<file path="src/rtl/sigloss_pwr_ctl.sv">
module sigloss_pwr_ctl #(
  parameter int PD_CYC   = 9000,
  parameter int WAKE_CYC = 250000
) (
  input  logic       clk,
  input  logic       rst_n,
  input  logic       timer_clr,
  input  logic       energy_ok,
  input  logic       ext_over,
  input  logic [7:0] len_code,
  input  logic       rate_sd,
  input  logic       sdi_bit,
  input  logic       spi_mode,
  input  logic       pin_mute,
  input  logic       pin_bypass,
  input  logic       pin_autosleep,
  input  logic [1:0] reg_sleep,
  input  logic       reg_mute,
  input  logic       reg_bypass,
  input  logic       reg_thr_dig,
  input  logic [4:0] reg_thr_code,
  output logic       cd_pin,
  output logic       cd_stat,
  output logic       pwr_down,
  output logic       mute_cmd,
  output logic       bypass_cmd,
  output logic       sdo_bit
);
  localparam int MAXC  = (PD_CYC > WAKE_CYC) ? PD_CYC : WAKE_CYC;
  localparam int CNT_W = $clog2(MAXC + 1);
  localparam logic [CNT_W-1:0] PD_LAST = CNT_W'(PD_CYC - 1);
  localparam logic [CNT_W-1:0] WK_LAST = CNT_W'(WAKE_CYC - 1);

  typedef enum logic [1:0] {S_ON, S_PEND, S_OFF, S_WAKE} pstate_t;

  pstate_t          st, st_n;
  logic [CNT_W-1:0] cnt, cnt_n;
  logic             loss_q;

  // cable length in quarter-metres
  logic [10:0] len_qm;
  always_comb begin
    if (!rate_sd)
      len_qm = 11'(len_code) * 11'd5;
    else if (len_code < 8'd17)
      len_qm = 11'd0;
    else if (len_code < 8'd192)
      len_qm = 11'(len_code) * 11'd5 - 11'd80;
    else
      len_qm = 11'd875 + 11'(len_code - 8'd191) * 11'd14;
  end

  logic [10:0] thr_qm;
  logic        len_rsvd, dig_over, use_dig, over_len, loss_now;

  assign thr_qm   = (11'(reg_thr_code) + 11'd1) * 11'd40;
  assign len_rsvd = (len_code >= 8'd248);
  assign dig_over = (reg_thr_code != 5'd31) && (len_rsvd || (len_qm > thr_qm));
  assign use_dig  = spi_mode && reg_thr_dig;
  assign over_len = use_dig ? dig_over : ext_over;
  assign loss_now = !energy_ok || over_len;

  always_ff @(posedge clk or negedge rst_n)
    if (!rst_n) loss_q <= 1'b1;
    else        loss_q <= loss_now;

  assign cd_pin  = loss_q;
  assign cd_stat = !loss_q;

  logic [1:0] eff_mode;
  logic       auto_en, forced;

  assign eff_mode = spi_mode ? reg_sleep : {1'b0, pin_autosleep};
  assign auto_en  = eff_mode[0];
  assign forced   = (eff_mode == 2'b10);

  always_comb begin
    st_n  = st;
    cnt_n = cnt;
    if (timer_clr) begin
      st_n  = S_ON;
      cnt_n = '0;
    end else if (forced) begin
      st_n  = S_OFF;
      cnt_n = '0;
    end else begin
      unique case (st)
        S_ON:
          if (auto_en && loss_q) begin
            st_n  = S_PEND;
            cnt_n = '0;
          end
        S_PEND:
          if (!auto_en || !loss_q) begin
            st_n  = S_ON;
            cnt_n = '0;
          end else if (cnt == PD_LAST) begin
            st_n  = S_OFF;
            cnt_n = '0;
          end else begin
            cnt_n = cnt + 1'b1;
          end
        S_OFF:
          if (!auto_en || !loss_q) begin
            st_n  = S_WAKE;
            cnt_n = '0;
          end
        S_WAKE:
          if (auto_en && loss_q) begin
            st_n  = S_OFF;
            cnt_n = '0;
          end else if (cnt == WK_LAST) begin
            st_n  = S_ON;
            cnt_n = '0;
          end else begin
            cnt_n = cnt + 1'b1;
          end
        default: begin
          st_n  = S_ON;
          cnt_n = '0;
        end
      endcase
    end
  end

  always_ff @(posedge clk or negedge rst_n)
    if (!rst_n) begin
      st  <= S_ON;
      cnt <= '0;
    end else begin
      st  <= st_n;
      cnt <= cnt_n;
    end

  logic mute_req, byp_req;
  assign mute_req = spi_mode ? reg_mute : pin_mute;
  assign byp_req  = spi_mode ? reg_bypass : pin_bypass;

  assign pwr_down   = (st == S_OFF);
  assign mute_cmd   = !pwr_down && (mute_req || st == S_WAKE);
  assign bypass_cmd = !pwr_down && !mute_cmd && byp_req;
  assign sdo_bit    = (pwr_down || mute_cmd) ? 1'b1 : sdi_bit;
endmodule


</file>
<file path="config.mk">
export PLATFORM = sky130hd
export DESIGN_NAME = sigloss_pwr_ctl
export DESIGN_NICKNAME = d
export VERILOG_FILES = /design/src/rtl/sigloss_pwr_ctl.sv
export SDC_FILE = /design/constraint.sdc
export NUM_CORES = 1
export LEC_CHECK = 0
export ABC_AREA = 1
export BUFFER_PORTS_ARGS = -buffer_cell sky130_fd_sc_hd__buf_4
export CAP_MARGIN = 20
export CORE_ASPECT_RATIO = 1.75
export CORE_UTILIZATION = 25
export DETAILED_ROUTE_END_ITERATION = 12
export GPL_TIMING_DRIVEN = 0
export PLACE_DENSITY_LB_ADDON = 0.12
export SLEW_MARGIN = 10
export SYNTH_ARGS = -nofsm -noshare
export SYNTH_HDL_FRONTEND = slang
export SYNTH_SLANG_ARGS = --single-unit
</file>
<file path="constraint.sdc">
create_clock -name clk -period 1.5 [get_ports clk]
set_input_delay 0.075 -clock clk [delete_from_list [all_inputs] [get_ports clk]]
set_output_delay 0.075 -clock clk [all_outputs]
set_load 0.05 [all_outputs]
</file>
==> flow_summary.yaml <==
status:
  status: "finished, violations left"
  violations: "negative setup slack"
synthesis:
  yosysTopAreaCell: "ha_1"
  syn_nets: 608
  synth_cell_types: 38
  ys_seq_elements: 21
  syn_avg_cell_area_um2: 6.398
  yosys_warnings: 0
  synthesis.area_um2: 3378
  synth_edf_count: 0
  synthArstFlopShare_pct: 100.0
  synthCells: 528
  synthTopCellsByArea: "ha_1 (17%), nand2_1 (15%), dfrtp_1 (15%)"
  seq_area_frac_synth_pct: 15.59
  yosys_most_used_dff: "dfrtp_1"
  yosysTopAreaCellShare_pct: 17.41
critical_path:
  rrSetupSlack_ns: -0.35
  critPathMaxStageDelay_ns: 0.29
  reg2reg_depth: 12
  critPathCapture: "cd_pin"
  worstSetupEndpointType: "register"
  critPathKind: "in2reg"
  crit-reg2reg-launch: "cnt[0]"
  cp.required_ns: 1.69
  critPathLaunch: "len_code[0]"
  cp_slowest_cell: "ha_1"
  start_kind: "input port"
  critical_path_arrival_ns: 3.55
  cp_max_fo: 7
  timing.rr.end: "cnt[9]"
global_route:
  grt_pass1_vias: 3879
  grt_use_total_pct: 16.13
  antenna_found_initial: 0
  overflow: 0
  grt_pass1_wl_um: 18010
  grt_start_max_net_pins: 22
power_and_ir_drop:
  vdd_drop_max_mv: 0.5294
  power_mw: 4.492
  p_leak_nw: 2.508
  power.density_nw_per_um2: 871.0
clocking:
  cts.path.max_buffers: 2
  clk_pin_slew_ns: 0.06
  clkSinkCount: 21
  cts_tree: "done"
  clock_latency_ns: 0.26
  root_buffer: "clkbuf_16"
  cts_buffers: 3
  cts_max_level: 1
route:
  vias: 3693
  wire_per_inst_um: 14.08
  drc_errors: 0
  drt_iter0_drc: 119
  drt-total-wl_um: 11020
  vias_per_cell: 4.716
  drtAntennaViolNets: 0
  drt-pass1-iter-count: 4
timing:
  slew-limit-headroom_pct: 69.07
  rsz0062_at_grt: "yes"
  hold_slack_ns: 0.06842
  fmax_ghz: 0.2976
  setup-violations-final: 21
  slew_violations: 0
  post-route-period-util_pct: 224.0
  period_minus_slack_ns: 3.360
  skew_ns: 0.004540
  hold_violations: 0
  tightest_slew_ns: 0.4623
  worst_slack_ns: -1.860
cells_and_area:
  layout-drive-gt1-share_pct: 37.25
  nNetsFinal: 693
  area_delta_synth_final_pct: 52.67
  antenna_cells: 0
  fin_util_pct: 39.45
  final_area_um2: 5157
  fillers: 1381
hold_path:
  hold_path.class: "in2reg"
floorplan:
  design.core.area_um2: 13080
  dieArea_um2: 14000
  initial_core_util_pct: 25.84
  die_y_um: 155.8
  die_w_um: 89.88
  core.rowCount: 55
  ios: 35
place:
  dpl_worst_slack_ns: -2.439
  placed_cell_area_um2: 4038
  dp_hpwl_um: 8433
  io_buffers: 34
  gp_congestion: 0.7659
flow_run:
  max_cap_violations: 0
==> critical path: cells and delay by family <==
family                     cells  cell delay, ns
adders and majority gates      4            0.88
AOI/OAI and AO/OA              3            0.30
xor gates and xnor gates       2            0.43
and+or+nand+nor               17            1.50
buffers and inverters          5            0.36
==> sequential cells by signal, indices dropped and copies added, names as in the netlist <==
name	count
cnt	18
st	2
cd_pin	1
==> area by class of cell <==
cell class              count  area [µm²]  area share [%]
well taps                 171       214.0           4.148
clock buffers               4       78.83           1.528
inverters                  98       392.9           7.618
flip-flops and latches     21       526.8           10.21
plain buffers               2       20.02          0.3882
multi-input cells         408        3226           62.54
repair buffers             78       683.2           13.25
repair inverters            1       16.27          0.3154
==> synth_stat cells (all sizes together), types with 2 or more instances <==
master / count
nor2: 48
a21oi: 25
fa: 4
nand3b: 3
dfrtp: 20
nor3: 11
ha: 47
inv: 98
xor2: 14
a31oi: 2
nor4: 3
a21o: 5
nand3: 53
nand4: 14
o21ai: 23
o211ai: 3
xnor2: 8
nand2: 137
==> logic make-up (layout without fill, tap and decap cells) <==
group / Yosys count / count (layout) / share of synthesized area [%]
and+or+nand+nor: 272 / 273 / 37.15
DFF: 21 / 21 / 15.59
buffers and inverters: 100 / 183 / 11.52
adders and majority gates: 51 / 51 / 19.78
AOI/OAI and AO/OA: 62 / 62 / 10.26
xor gates and xnor gates: 22 / 22 / 5.704
==> timing repair <==
| action | in CTS | in global routing |
|---|---|---|
| cloned | 2 | 0 |
| endpoints found under the setup margin | 21 | 21 |
| endpoints found under the hold margin | 21 | 0 |
| gates resized for setup | 87 | 80 |
| hold buffers | 1 | 0 |
| buffers inserted | 32 | 13 |
| pin swaps | 48 | 59 |
==> routing by layer <==
layer  GRT usage, %  share of wire (%)  vias to the layer above
met5              0                  0                        -
met4          7.834                3.8                        0
met3         0.8285                1.2                       22
met2          35.46                 60                       49
met1          14.30                 35                     1740
li1               -                  -                     1882
==> report_power, final <==
| part | total (mW) | internal (mW) | switching, mW | leakage (nW) |
|---|---|---|---|---|
| logic | 3.26 | 1.33 | 1.93 | 2.18 |
| registers | 0.650 | 0.600 | 0.0501 | 0.288 |
| clock network | 0.586 | 0.363 | 0.223 | 0.0382 |
==> how the worst min path moves through the flow <==
stage,start,end,slack [ns],cells past startpoint
after floorplan,rst_n,cnt[0],-0.22,0
after global placement,rst_n,cnt[9],-0.01,1
after detailed placement,rst_n,cnt[8],-0.01,1
after CTS,ext_over,cd_pin,0.08,3
after global routing,ext_over,cd_pin,0.09,3
final,ext_over,cd_pin,0.07,3
==> through the flow <==
stage | setup TNS [ns] | cells
finish | -7.799 | 783
global route | -9.065 | 783
CTS | -7.123 | 772
detailed placement | -9.610 | 733
global placement | -9.515 | 733
floorplan | -11.17 | 528
==> placed cells by master (no fill, tap or decap), types with 5 or more instances in the layout <==
cell type  instances
inv_2             13
nand2_1          100
a21oi_1           19
ha_4              13
nor2_2             7
o21ai_0           14
nand3_2           16
nand2_2           23
nand2_4           13
o21ai_1            5
nor2_4            17
a21o_1             5
nor2_1            24
nand4_1           14
xor2_1             8
ha_1              33
nand3_1           33
inv_1             81
buf_4             62
buf_6             10
dfrtp_1           20
nor3_1             5
a21oi_2            5
Note: power is estimated with default switching activity, not from simulation.
